`config.mk`:
```
export PLATFORM = sky130hd
export DESIGN_NAME = twowire_mem_slave
export DESIGN_NICKNAME = d
export VERILOG_FILES = /design/src/rtl/twowire_mem_slave.sv
export SDC_FILE = /design/constraint.sdc
export NUM_CORES = 1
export LEC_CHECK = 0
export BUFFER_PORTS_ARGS = -buffer_cell sky130_fd_sc_hd__buf_4
export CORE_ASPECT_RATIO = 2
export CORE_MARGIN = 1
export CORE_UTILIZATION = 55
export CTS_CLUSTER_DIAMETER = 60
export CTS_CLUSTER_SIZE = 10
export DETAILED_ROUTE_END_ITERATION = 10
export GPL_ROUTABILITY_DRIVEN = 1
export GPL_TIMING_DRIVEN = 0
export PLACE_DENSITY = 0.76
export SYNTH_ARGS = -nofsm -noshare
export SYNTH_HDL_FRONTEND = slang
export SYNTH_SLANG_ARGS = --single-unit
```
`constraint.sdc`:
```
create_clock -name clk -period 6.5 [get_ports clk]
set_input_delay 1.95 -clock clk [delete_from_list [all_inputs] [get_ports clk]]
set_output_delay 1.95 -clock clk [all_outputs]
set_load 0.02 [all_outputs]
```
`src/rtl/twowire_mem_slave.sv`:
```
module twowire_mem_slave #(
  parameter int          ADDR_W   = 15,
  parameter int          SEL_W    = 3,
  parameter logic [3:0]  DEV_TYPE = 4'b1010
) (
  input  logic              clk,
  input  logic              rst_n,
  input  logic              scl_i,
  input  logic              sda_i,
  input  logic [SEL_W-1:0]  sel_i,
  input  logic              wp_i,
  output logic              sda_oe_o,
  output logic [ADDR_W-1:0] mem_addr_o,
  output logic [7:0]        mem_wdata_o,
  output logic              mem_we_o,
  input  logic [7:0]        mem_rdata_i
);

  typedef enum logic [2:0] {
    S_IDLE, S_DEV, S_AHI, S_ALO, S_WR, S_ACK, S_RD, S_MACK
  } state_t;

  logic [1:0] scl_sync, sda_sync;
  logic       scl_q, sda_q;
  wire        scl_s = scl_sync[1];
  wire        sda_s = sda_sync[1];

  always_ff @(posedge clk or negedge rst_n)
    if (!rst_n) begin
      scl_sync <= 2'b11;
      sda_sync <= 2'b11;
      scl_q    <= 1'b1;
      sda_q    <= 1'b1;
    end else begin
      scl_sync <= {scl_sync[0], scl_i};
      sda_sync <= {sda_sync[0], sda_i};
      scl_q    <= scl_s;
      sda_q    <= sda_s;
    end

  wire scl_rise  = scl_s & ~scl_q;
  wire scl_fall  = ~scl_s & scl_q;
  wire start_det = scl_s & scl_q & sda_q & ~sda_s;
  wire stop_det  = scl_s & scl_q & ~sda_q & sda_s;

  state_t            st, ack_next;
  logic [2:0]        cnt;
  logic [6:0]        sh;
  logic [7:0]        hi_q;
  logic [ADDR_W-1:0] ptr;
  logic              ack_en, ack_live, oe, we, mack;
  logic [7:0]        wdata;

  wire [7:0] rx_byte = {sh, sda_s};
  wire       dev_hit = (rx_byte[7:4] == DEV_TYPE) && (rx_byte[SEL_W:1] == sel_i);

  always_ff @(posedge clk or negedge rst_n)
    if (!rst_n) begin
      st       <= S_IDLE;
      ack_next <= S_IDLE;
      cnt      <= '0;
      sh       <= '0;
      hi_q     <= '0;
      ptr      <= '0;
      ack_en   <= 1'b0;
      ack_live <= 1'b0;
      oe       <= 1'b0;
      we       <= 1'b0;
      mack     <= 1'b0;
      wdata    <= '0;
    end else begin
      we <= 1'b0;
      if (we) ptr <= ptr + ADDR_W'(1);
      if (start_det) begin
        st       <= S_DEV;
        cnt      <= '0;
        oe       <= 1'b0;
        ack_live <= 1'b0;
      end else if (stop_det) begin
        st       <= S_IDLE;
        oe       <= 1'b0;
        ack_live <= 1'b0;
      end else begin
        case (st)
          S_DEV, S_AHI, S_ALO, S_WR:
            if (scl_rise) begin
              sh  <= rx_byte[6:0];
              cnt <= cnt + 3'd1;
              if (cnt == 3'd7) begin
                st       <= S_ACK;
                ack_live <= 1'b0;
                ack_en   <= 1'b1;
                case (st)
                  S_DEV: begin
                    ack_en   <= dev_hit;
                    ack_next <= !dev_hit ? S_IDLE : (rx_byte[0] ? S_RD : S_AHI);
                  end
                  S_AHI: begin
                    hi_q     <= rx_byte;
                    ack_next <= S_ALO;
                  end
                  S_ALO: begin
                    ptr      <= ADDR_W'({hi_q, rx_byte});
                    ack_next <= S_WR;
                  end
                  default: begin
                    ack_en   <= !wp_i;
                    ack_next <= wp_i ? S_IDLE : S_WR;
                    we       <= !wp_i;
                    wdata    <= rx_byte;
                  end
                endcase
              end
            end
          S_ACK:
            if (scl_fall) begin
              if (!ack_live) begin
                ack_live <= 1'b1;
                oe       <= ack_en;
              end else begin
                ack_live <= 1'b0;
                st       <= ack_next;
                cnt      <= '0;
                if (ack_next == S_RD) begin
                  sh <= mem_rdata_i[6:0];
                  oe <= ~mem_rdata_i[7];
                end else begin
                  oe <= 1'b0;
                end
              end
            end
          S_RD:
            if (scl_fall) begin
              if (cnt == 3'd7) begin
                oe  <= 1'b0;
                st  <= S_MACK;
                ptr <= ptr + ADDR_W'(1);
              end else begin
                cnt <= cnt + 3'd1;
                sh  <= {sh[5:0], 1'b0};
                oe  <= ~sh[6];
              end
            end
          S_MACK: begin
            if (scl_rise) mack <= ~sda_s;
            if (scl_fall) begin
              if (mack) begin
                st  <= S_RD;
                cnt <= '0;
                sh  <= mem_rdata_i[6:0];
                oe  <= ~mem_rdata_i[7];
              end else begin
                st <= S_IDLE;
              end
            end
          end
          default: ;
        endcase
      end
    end

  assign sda_oe_o    = oe;
  assign mem_addr_o  = ptr;
  assign mem_wdata_o = wdata;
  assign mem_we_o    = we;

  assert_idle_quiet_R3: assert property (@(posedge clk) disable iff (!rst_n)
    (st == S_IDLE) |-> !sda_oe_o);
  assert_we_pulse_R5: assert property (@(posedge clk) disable iff (!rst_n)
    mem_we_o |=> !mem_we_o);
  assert_ptr_step_R5: assert property (@(posedge clk) disable iff (!rst_n)
    mem_we_o |=> (mem_addr_o == $past(mem_addr_o) + ADDR_W'(1)));
  assert_wp_no_write_R7: assert property (@(posedge clk) disable iff (!rst_n)
    (wp_i && st == S_WR && scl_rise && cnt == 3'd7) |=> !mem_we_o);
  assert_oe_scl_low_R8: assert property (@(posedge clk) disable iff (!rst_n)
    $rose(sda_oe_o) |-> !scl_s);
  assert_start_abort_R9: assert property (@(posedge clk) disable iff (!rst_n)
    start_det |=> (st == S_DEV && !sda_oe_o));
  assert_stop_abort_R10: assert property (@(posedge clk) disable iff (!rst_n)
    stop_det |=> (st == S_IDLE && !sda_oe_o));

endmodule

```
==> results.md, run 1 <==
| Quantity | This run | Unit |
|---|---|---|
| Count of final hold-check violations | 0 | - |
| DRC marker count from the first detailed-route iteration | 410 | - |
| Sum of buffers and inverters on the critical path | 1 | - |
| Dominant delay contributor by cell family on the critical path | flip-flops | - |
| Number of core rows | 40 | - |
| Routed wire length per instance | 20.6 | um |
| Clock period minus worst slack | 3000 | ps |
| Slack of the critical path | 3500 | ps |
| Hold Path End | sda_sync[1]$_DFF_PN1_ | - |
| Initial core utilization | 0.576 | - |
| Worst min-delay path category | flip-flop to flip-flop | - |
| Period utilisation layout | 0.461 | - |
| Initial antenna violation count | 0 | - |
| CP Data Arrival Time | 1050 | ps |
| Minimum hold slack | 353 | ps |
| Post-detailed-route count of antenna-violating nets | 0 | - |
| Ratio of cells with drive above 1 in the final layout | 0.223 | - |
| Diodes inserted | 0 | - |
| Library cell with the largest summed area after synthesis | dfrtp_1 | - |
| Vias in the first global route | 3,342 | - |
| Area growth from synthesis to layout | 20.8 | % |
| Setup TNS after final layout | 0 | ps |
| Cell Chain, Critical Path | buf_4 | - |
| Core utilization of the finished layout | 0.695 | - |
| Kind of critical path | flip-flop to primary output | - |
| Die X | 58.3 | um |
| Sinks on Clock Net | 57 | - |
| Endpoints failing setup | 0 | - |
| Placer Congestion | 0.951 | - |
| Worst r2r src | cnt[0]$_DFFE_PN0P_ | - |
| Flip-flop and latch count after synthesis | 57 | - |
| Worst Setup End Kind | primary output | - |
| Post-detailed-route DRC marker count | 0 | - |
| Hold Path Depth | 0 | - |
| RSZ-0062 raised after global routing | no | - |
| Critical path startpoint category | flip-flop | - |
| CTS H-tree lvls | 3 | - |
| Tot GR Track Use | 0.352 | - |
| Pin count of the biggest net entering global routing | 58 | - |
| Placed inst area | 0.00389 | mm^2 |
| Height of the die | 115 | um |
| TritonRoute pass-1 iters | 5 | - |
| Setup slack after placement | 3290 | ps |
| Number of nets in the layout | 450 | - |
| Adder and majority cell fraction of the synthesized area | 0.0108 | - |
| Cell leakage power | 1.87 | nW |
| Number of max-capacitance violations reported | 0 | - |
| Number of buffers added to fix hold violations after cts | 0 | - |
| Number of primary I/O pins | 41 | - |
| Main combinational cell family by area after synthesis | simple AND/OR/NAND/NOR gates | - |
| Required time reported for the critical path endpoint | 4550 | ps |
| Clock latency on the worst-skew pair | 340 | ps |
| Number of buffers added by the clock tree synthesis step | 9 | - |
| R2R depth | 8 | - |
| Vias | 3,306 | - |
| Gate count after technology mapping | 380 | - |
| Setup Skew | 7.71 | ps |
| Port Buffer Count | 40 | - |
| Routed vias/inst | 6.37 | - |
| Worst min-delay path startpoint | sda_sync[0]$_DFF_PN1_ | - |
| Actual transition at the worst max-transition pin | 747 | ps |
| Global-route wire length before repair | 17,200 | um |
| Die Area | 0.00668 | mm^2 |
| Register clock-pin slew on the reported worst setup and hold paths | 50 | ps |
| Area fraction of the dominant cell type after synthesis | 0.366 | - |
| Post-synthesis async set-or-reset flop share | 1.00 | - |
| Maximum cell stage delay along the critical path | 500 | ps |
| Post-CTS Setup Repair Bufs | 0 | - |
| Post-synthesis area per instance | 9.17 | um^2 |
| Cell types occupying the most area after synthesis | dfrtp_1 (37%), mux2_2 (6.8%), nand2_1 (5.3%) | - |
| Crit-path slowest cell | dfrtp_1 | - |
| Distinct cells, synth | 56 | - |
| Post-synthesis simple-gate area fraction | 0.215 | - |
| Total half-perimeter wirelength after legalization and detailed placement | 7560 | um |
| Critical path peak fanout | 7 | - |
| Top achievable clock speed | 334 | MHz |
| Number of max-slew violations in the final report | 0 | - |
| Cell Pwr Density | 270 | mW/mm^2 |
| Flip-flop cell with the highest count after synthesis | dfrtp_1 | - |
| Final instance area | 0.00421 | mm^2 |
| Total length of routed wires | 10,700 | um |
| Area share of xor/xnor cells in the synthesized design | 0.0528 | - |
| Register-to-Register Setup Slack | 3890 | ps |
| Sequential cell area fraction in the yosys report | 0.411 | - |
| Netlist area before placement | 0.00349 | mm^2 |
| Buffer levels on the longest clock path | 2 | - |
| Max-slew headroom | 0.502 | - |
| Total of cells resized after clock tree synthesis | 0 | - |
| Post-synthesis compound-gate area fraction | 0.182 | - |
| Number of nets produced by synthesis | 399 | - |
| Overflow left after global routing | 0 | - |
| Count of flip-flops with a built-in enable after synthesis | 0 | - |
| Core box area | 0.00606 | mm^2 |
| CTS tree | yes | - |
| Yosys warning count | 0 | - |
| Worst IR Drop VDD | 0.000239 | V |
| Multiplexer fraction of the synthesized cell area | 0.0879 | - |
| Status | finished clean | - |
| Instance count on the critical path | 1 | - |
| Worst reg2reg path endpoint | mem_addr_o[3]$_DFF_PN0_ | - |
| Clock root buffer | clkbuf_16 | - |
## placed cells by master (no fill, tap or decap), types with 7 or more instances in the layout
master / n
nand2_1: 49
o211ai_1: 11
mux2i_1: 7
a21oi_1: 18
xor2_1: 8
nor3_1: 9
nand4_1: 10
xnor2_1: 13
o22ai_1: 7
nor2_1: 23
nand3_1: 16
o21ai_0: 19
clkbuf_16: 9
buf_4: 42
mux2_2: 21
dfrtp_1: 51
clkbuf_1: 15
## routing by layer
| metal | share of wire | GRT usage | wire length [um] | up-vias |
|---|---|---|---|---|
| met5 | 0 | 0 | 0 | - |
| met4 | 0.058 | 0.227 | 620 | 0 |
| met3 | 0.057 | 0.0847 | 607 | 61 |
| met2 | 0.55 | 0.627 | 5840 | 161 |
| met1 | 0.34 | 0.352 | 3630 | 1596 |
| li1 | - | - | - | 1488 |
## worst max path at each step
| stage | from | to | slack (ps) |
|---|---|---|---|
| after CTS | mem_addr_o[5]$_DFF_PN0_ | mem_addr_o[5] | 3530 |
| after detailed placement | sel_i[1] | ack_next[2]$_DFFE_PN0P_ | 3290 |
| after floorplan | sel_i[1] | ack_next[2]$_DFFE_PN0P_ | 3740 |
| after global placement | sel_i[2] | ack_next[2]$_DFFE_PN0P_ | 3280 |
| final | mem_addr_o[5]$_DFF_PN0_ | mem_addr_o[5] | 3500 |
| after global routing | mem_addr_o[0]$_DFF_PN0_ | mem_addr_o[0] | 3490 |
## stage by stage
step / instances / total power [mW]
floorplan: 380 / 0.550
global placement: 504 / 0.624
detailed placement: 504 / 0.627
CTS: 519 / 1.14
global route: 519 / 1.18
finish: 519 / 1.14
## cell usage after synthesis (6+ instances only)
library cell / n
dfstp_2: 6
o211ai_1: 11
mux2i_1: 7
o21ai_0: 19
buf_2: 6
and3_1: 6
a21oi_1: 18
nand3_1: 16
xor2_1: 8
o21a_1: 6
clkbuf_1: 15
nand2_1: 49
nor2_1: 23
nor3_1: 9
inv_1: 6
mux2_2: 21
dfrtp_1: 51
xnor2_1: 13
nand4_1: 10
o22ai_1: 7
## state kept, by name (all words and copies together), names as in the netlist, 2 cells and up
name	flops
mem_wdata_o	8
sda_sync	2
scl_sync	2
cnt	3
ack_next	3
hi_q	7
st	3
sh	7
mem_addr_o	15
## power by group
| group | switching (mW) | total, mW | internal [mW] | leakage, nW |
|---|---|---|---|---|
| sequential | 0.0620 | 0.450 | 0.388 | 0.751 |
| combinational | 0.0978 | 0.178 | 0.0798 | 0.969 |
| clock | 0.168 | 0.511 | 0.342 | 0.151 |
| total | 0.328 | 1.14 | 0.810 | 1.87 |
## cells by family (layout without fill, tap and decap cells)
kind of cell | count (synthesis) | in the layout
DFF | 57 | 57
muxes | 28 | 28
xor gates and xnor gates | 21 | 21
and+or+nand+nor | 147 | 147
buffers and inverters | 32 | 87
AOI/OAI and AO/OA | 92 | 92
adders and majority gates | 3 | 3
## worst reg2reg max path: cells and delay by family, from the launching register on
kind | cells | cell delay [ps]
buffers and inverters | 2 | 650
AO/OA/AOI/OAI | 2 | 430
flip-flops | 1 | 370
adder cells (fa/ha/maj) | 2 | 480
AND/OR/NAND/NOR | 2 | 530
## area by class of cell
cell class	count	area, um^2
sequential	57	1430
multi-input combinational	291	1910
fill	501	1850
clock buffer	10	239
clock inverter	5	80.1
tap	84	105
buffer	25	116
inverter	7	26.3
timing repair buffer	40	300
Power figures use the tool's default switching activity.
==> run 2: changes to the inputs <==
--- a/config.mk
+++ b/config.mk
@@ -8,7 +8,7 @@
 export BUFFER_PORTS_ARGS = -buffer_cell sky130_fd_sc_hd__buf_4
 export CORE_ASPECT_RATIO = 2
 export CORE_MARGIN = 1
-export CORE_UTILIZATION = 55
+export CORE_UTILIZATION = 53
 export CTS_CLUSTER_DIAMETER = 60
 export CTS_CLUSTER_SIZE = 10
 export DETAILED_ROUTE_END_ITERATION = 10
==> constraint.sdc (replaced) <==
create_clock -name clk -period 2.5 [get_ports clk]
set_input_delay 0.75 -clock clk [delete_from_list [all_inputs] [get_ports clk]]
set_output_delay 0.75 -clock clk [all_outputs]
set_load 0.02 [all_outputs]
==> results.md, run 2 (synthesis results as in run 1) <==
| Quantity | This run | Unit |
|---|---|---|
| Cell leakage power | 1.91 | nW |
| Placer Congestion | 0.993 | - |
| Number of primary I/O pins | 41 | - |
| Number of max-capacitance violations reported | 0 | - |
| Top achievable clock speed | 421 | MHz |
| Maximum cell stage delay along the critical path | 370 | ps |
| Area growth from synthesis to layout | 22.5 | % |
| Sinks on Clock Net | 57 | - |
| Height of the die | 117 | um |
| Clock root buffer | clkbuf_16 | - |
| Diodes inserted | 0 | - |
| Initial antenna violation count | 0 | - |
| Kind of critical path | flip-flop to flip-flop | - |
| Final instance area | 0.00427 | mm^2 |
| Core box area | 0.00631 | mm^2 |
| Total length of routed wires | 10,100 | um |
| Routed vias/inst | 6.26 | - |
| Overall power of the completed layout | 3.07 | mW |
| Minimum hold slack | 354 | ps |
| Largest register FFs | 15 | - |
| Leading cell type in the layout, fill and taps excluded | dfrtp_1 | - |
| Vias in the first global route | 3,186 | - |
| Status | finished clean | - |
| Vias | 3,280 | - |
| Endpoints failing setup | 0 | - |
| Number of buffers added by the clock tree synthesis step | 9 | - |
| DRC marker count from the first detailed-route iteration | 250 | - |
| R2R depth | 8 | - |
| Register clock-pin slew on the reported worst setup and hold paths | 60 | ps |
| Number of core rows | 41 | - |
| Clock period minus worst slack | 2370 | ps |
| Actual transition at the worst max-transition pin | 820 | ps |
| Required time reported for the critical path endpoint | 2690 | ps |
| Worst IR Drop VDD | 0.000566 | V |
| Dominant delay contributor by cell family on the critical path | buffers and inverters | - |
| Final non-filler cell total | 524 | - |
| Overflow left after global routing | 0 | - |
| Slack of the critical path | 126 | ps |
| Post-detailed-route DRC marker count | 0 | - |
| Setup TNS after final layout | 0 | ps |
| Hold Path Depth | 0 | - |
| Cell Chain, Critical Path | ha_1 -> ha_1 -> and3b_1 -> buf_1 -> nand3_2 -> clkbuf_2 -> o211ai_1 -> o311ai_0 | - |
| Sum of buffers and inverters on the critical path | 2 | - |
| Max-slew headroom | 0.439 | - |
| Crit-path slowest cell | dfrtp_1 | - |
| CP Data Arrival Time | 2560 | ps |
| CTS H-tree lvls | 3 | - |
| Ratio of cells with drive above 1 in the final layout | 0.235 | - |
| RSZ-0062 raised after global routing | no | - |
| Buffer levels on the longest clock path | 2 | - |
| Most frequent cells in the layout | dfrtp_1 (51), nand2_1 (49), buf_4 (44) | - |
| Period utilisation layout | 0.950 | - |
| Number of max-slew violations in the final report | 0 | - |
| Die X | 59.3 | um |
| CTS tree | yes | - |
| Worst min-delay path category | flip-flop to flip-flop | - |
| Routed wire length per instance | 19.2 | um |
| Setup slack after placement | -30.4 | ps |
| Port Buffer Count | 40 | - |
| Placed Cells | 506 | - |
| Number of buffers added to fix hold violations after cts | 0 | - |
| Clock latency on the worst-skew pair | 340 | ps |
| Initial core utilization | 0.552 | - |
| Count of final hold-check violations | 0 | - |
| Die Area | 0.00692 | mm^2 |
| Pin count of the biggest net entering global routing | 58 | - |
| Tot GR Track Use | 0.318 | - |
| Total half-perimeter wirelength after legalization and detailed placement | 7210 | um |
| Library cell appearing most often on the critical path | ha_1 | - |
| Post-detailed-route count of antenna-violating nets | 0 | - |
| Critical path startpoint category | flip-flop | - |
| Critical path peak fanout | 10 | - |
| Instance count on the critical path | 8 | - |
| Core utilization of the finished layout | 0.677 | - |
| Cell Pwr Density | 719 | mW/mm^2 |
| Worst Setup End Kind | flip-flop | - |
| TritonRoute pass-1 iters | 5 | - |
| Global-route wire length before repair | 15,800 | um |
| Setup Skew | 5.24 | ps |
| Placed inst area | 0.00389 | mm^2 |
| Number of nets in the layout | 452 | - |
| Layout fillers | 544 | - |
run 2: final timing paths:
check                                          end  slack (ps)             startpoint
max                        mem_addr_o[3]$_DFF_PN0_         130     cnt[0]$_DFFE_PN0P_
min                          sda_sync[1]$_DFF_PN1_         350  sda_sync[0]$_DFF_PN1_
max reg2reg                mem_addr_o[3]$_DFF_PN0_         130     cnt[0]$_DFFE_PN0P_
min reg2reg                  sda_sync[1]$_DFF_PN1_         350  sda_sync[0]$_DFF_PN1_
max in group asynchronous  ack_next[1]$_DFFE_PN0P_        1530                  rst_n
min in group asynchronous  mem_addr_o[3]$_DFF_PN0_         460                  rst_n
run 2: what timing repair did:
action                     CTS  global route
pin swaps                    0             1
setup endpoints to repair    1            14
gates cloned                 0             0
gates resized for setup      1             5
buffers inserted             0             2
run 2: layout make-up:
cell class | count | area (um^2) | share of cell area
Multi-Input combinational cell | 291 | 1910 | 0.448
Buffer | 25 | 119 | 0.0278
Timing Repair Buffer | 42 | 315 | 0.0739
Clock inverter | 7 | 128 | 0.0299
Sequential cell | 57 | 1430 | 0.336
Inverter | 7 | 26.3 | 0.00615
Tap cell | 86 | 108 | 0.0252
Clock buffer | 9 | 225 | 0.0528
run 2: where the power goes:
group / switching (mW) / leakage (nW) / total, mW / internal (mW)
sequential: 0.149 / 0.751 / 1.16 / 1.01
combinational: 0.252 / 0.984 / 0.460 / 0.208
clock: 0.469 / 0.172 / 1.45 / 0.984
run 2: metal layers:
metal,wire length (um),vias to the layer above,global-route usage
li1,-,1501,-
met1,3530,1579,0.329
met2,5390,149,0.541
met3,523,51,0.0687
met4,624,0,0.241
met5,0,-,0
==> run 3: changes to the inputs <==
--- a/config.mk
+++ b/config.mk
@@ -13,7 +13,6 @@
 export CTS_CLUSTER_SIZE = 10
 export DETAILED_ROUTE_END_ITERATION = 10
 export GPL_ROUTABILITY_DRIVEN = 1
-export GPL_TIMING_DRIVEN = 0
 export PLACE_DENSITY = 0.76
 export SYNTH_ARGS = -nofsm -noshare
 export SYNTH_HDL_FRONTEND = slang
==> results.md, run 3 (synthesis results as in run 1) <==
| Quantity | This run | Unit |
|---|---|---|
| Clock root buffer | clkbuf_16 | - |
| Post-detailed-route count of antenna-violating nets | 0 | - |
| Endpoints failing setup | 0 | - |
| Required time reported for the critical path endpoint | 2740 | ps |
| Kind of critical path | flip-flop to flip-flop | - |
| Clock period minus worst slack | 2370 | ps |
| Worst min-delay path category | flip-flop to flip-flop | - |
| Worst min-delay path startpoint | scl_sync[0]$_DFF_PN1_ | - |
| Buffer levels on the longest clock path | 2 | - |
| Slack of the critical path | 133 | ps |
| Worst r2r src | cnt[0]$_DFFE_PN0P_ | - |
| Ratio of cells with drive above 1 in the final layout | 0.246 | - |
| Dominant delay contributor by cell family on the critical path | simple AND/OR/NAND/NOR gates | - |
| Placer Congestion | 1.01 | - |
| Initial antenna violation count | 0 | - |
| Port Buffer Count | 40 | - |
| Sinks on Clock Net | 57 | - |
| CTS tree | yes | - |
| Sum of buffers and inverters on the critical path | 0 | - |
| Leading cell type in the layout, fill and taps excluded | buf_4 | - |
| Worst Setup End Kind | flip-flop | - |
| Routed vias/inst | 6.32 | - |
| Core box area | 0.00631 | mm^2 |
| Total length of routed wires | 10,100 | um |
| Cell Chain, Critical Path | ha_1 -> ha_1 -> and3b_1 -> o211ai_4 -> or4_1 -> xor2_1 -> o211ai_1 | - |
| Die Area | 0.00692 | mm^2 |
| Clock latency on the worst-skew pair | 330 | ps |
| Register-to-Register Setup Slack | 130 | ps |
| Top achievable clock speed | 423 | MHz |
| Number of max-slew violations in the final report | 0 | - |
| Number of nets in the layout | 440 | - |
| Actual transition at the worst max-transition pin | 720 | ps |
| Critical path startpoint category | flip-flop | - |
| Vias | 3,234 | - |
| Worst reg2reg path endpoint | mem_addr_o[14]$_DFF_PN0_ | - |
| Number of max-capacitance violations reported | 0 | - |
| CP Data Arrival Time | 2610 | ps |
| Post-CTS Setup Repair Bufs | 0 | - |
| Core utilization of the finished layout | 0.662 | - |
| Hold Path Depth | 0 | - |
| Area growth from synthesis to layout | 19.8 | % |
| Setup slack after placement | 161 | ps |
| Global-route wire length before repair | 15,800 | um |
| Period utilisation layout | 0.947 | - |
| DRC marker count from the first detailed-route iteration | 142 | - |
| Routed wire length per instance | 19.6 | um |
| Total half-perimeter wirelength after legalization and detailed placement | 7450 | um |
| Largest register FFs | 15 | - |
| Number of core rows | 41 | - |
| RSZ-0062 raised after global routing | no | - |
| Hold Path End | scl_sync[1]$_DFF_PN1_ | - |
| Number of buffers added by the clock tree synthesis step | 9 | - |
| Crit-path slowest cell | or4_1 | - |
| Vias in the first global route | 3,098 | - |
| Pin count of the biggest net entering global routing | 58 | - |
| CTS H-tree lvls | 3 | - |
| Library cell appearing most often on the critical path | ha_1 | - |
| Post-detailed-route DRC marker count | 0 | - |
| TritonRoute pass-1 iters | 5 | - |
| Layout fillers | 570 | - |
| Status | finished clean | - |
| Critical path peak fanout | 8 | - |
| Die X | 59.3 | um |
| Max-slew headroom | 0.520 | - |
| Diodes inserted | 0 | - |
| Count of final hold-check violations | 0 | - |
| Cell Pwr Density | 661 | mW/mm^2 |
| Worst IR Drop VDD | 0.000592 | V |
| Number of primary I/O pins | 41 | - |
| Setup TNS after final layout | 0 | ps |
| Cell leakage power | 1.86 | nW |
| Overflow left after global routing | 0 | - |
| Initial core utilization | 0.552 | - |
| Tot GR Track Use | 0.318 | - |
| Height of the die | 117 | um |
| Register clock-pin slew on the reported worst setup and hold paths | 50 | ps |
| Most frequent cells in the layout | buf_4 (55), dfrtp_1 (51), nand2_1 (49) | - |
| R2R depth | 7 | - |
| Setup Skew | 6.37 | ps |
| Maximum cell stage delay along the critical path | 550 | ps |
[run 3: layout make-up]
class | count | area (um^2) | area share
Multi-Input combinational cell | 291 | 1910 | 0.458
Sequential cell | 57 | 1430 | 0.343
Timing Repair Buffer | 55 | 413 | 0.0989
Clock buffer | 10 | 239 | 0.0572
Tap cell | 86 | 108 | 0.0258
Clock inverter | 6 | 42.5 | 0.0102
Inverter | 7 | 26.3 | 0.00629
[run 3: worst max-delay path by stage]
stage,endpoint,cells past startpoint,slack [ps],from
after detailed placement,mem_addr_o[14]$_DFF_PN0_,7,160,cnt[0]$_DFFE_PN0P_
after global placement,mem_addr_o[14]$_DFF_PN0_,7,230,cnt[0]$_DFFE_PN0P_
final,mem_addr_o[14]$_DFF_PN0_,7,130,cnt[0]$_DFFE_PN0P_
after CTS,mem_addr_o[14]$_DFF_PN0_,7,120,cnt[0]$_DFFE_PN0P_
after global routing,mem_addr_o[14]$_DFF_PN0_,7,40,cnt[0]$_DFFE_PN0P_
after floorplan,mem_addr_o[3]$_DFF_PN0_,9,440,cnt[0]$_DFFE_PN0P_
[run 3: where the power goes]
group | internal (mW) | leakage, nW | total, mW | switching (mW)
Sequential | 1.01 | 0.751 | 1.16 | 0.155
Clock | 0.697 | 0.135 | 1.13 | 0.436
Combinational | 0.218 | 0.976 | 0.463 | 0.246
Total | 1.92 | 1.86 | 2.76 | 0.837
[run 3: what timing repair did]
| action | CTS | global route |
|---|---|---|
| gates resized for setup | 0 | 1 |
| hold buffers | 0 | 0 |
| setup endpoints to repair | 0 | 1 |
[run 3: stage by stage]
step	power [mW]	area, um^2	cells	hold slack, ps
after CTS	2.78	4170	512	356
after global routing	2.88	4180	512	360
final	2.76	4180	512	356
after detailed placement	1.64	3890	496	349
after floorplan	1.43	3490	380	345
after global placement	1.62	3890	496	346
[run 3: metal layers]
layer  track usage  up-vias  routed length (um)
met3        0.0609       46                 372
met1         0.326     1605                3530
met5             0        -                   0
li1              -     1473                   -
met4         0.243        0                 750
met2         0.548      110                5400
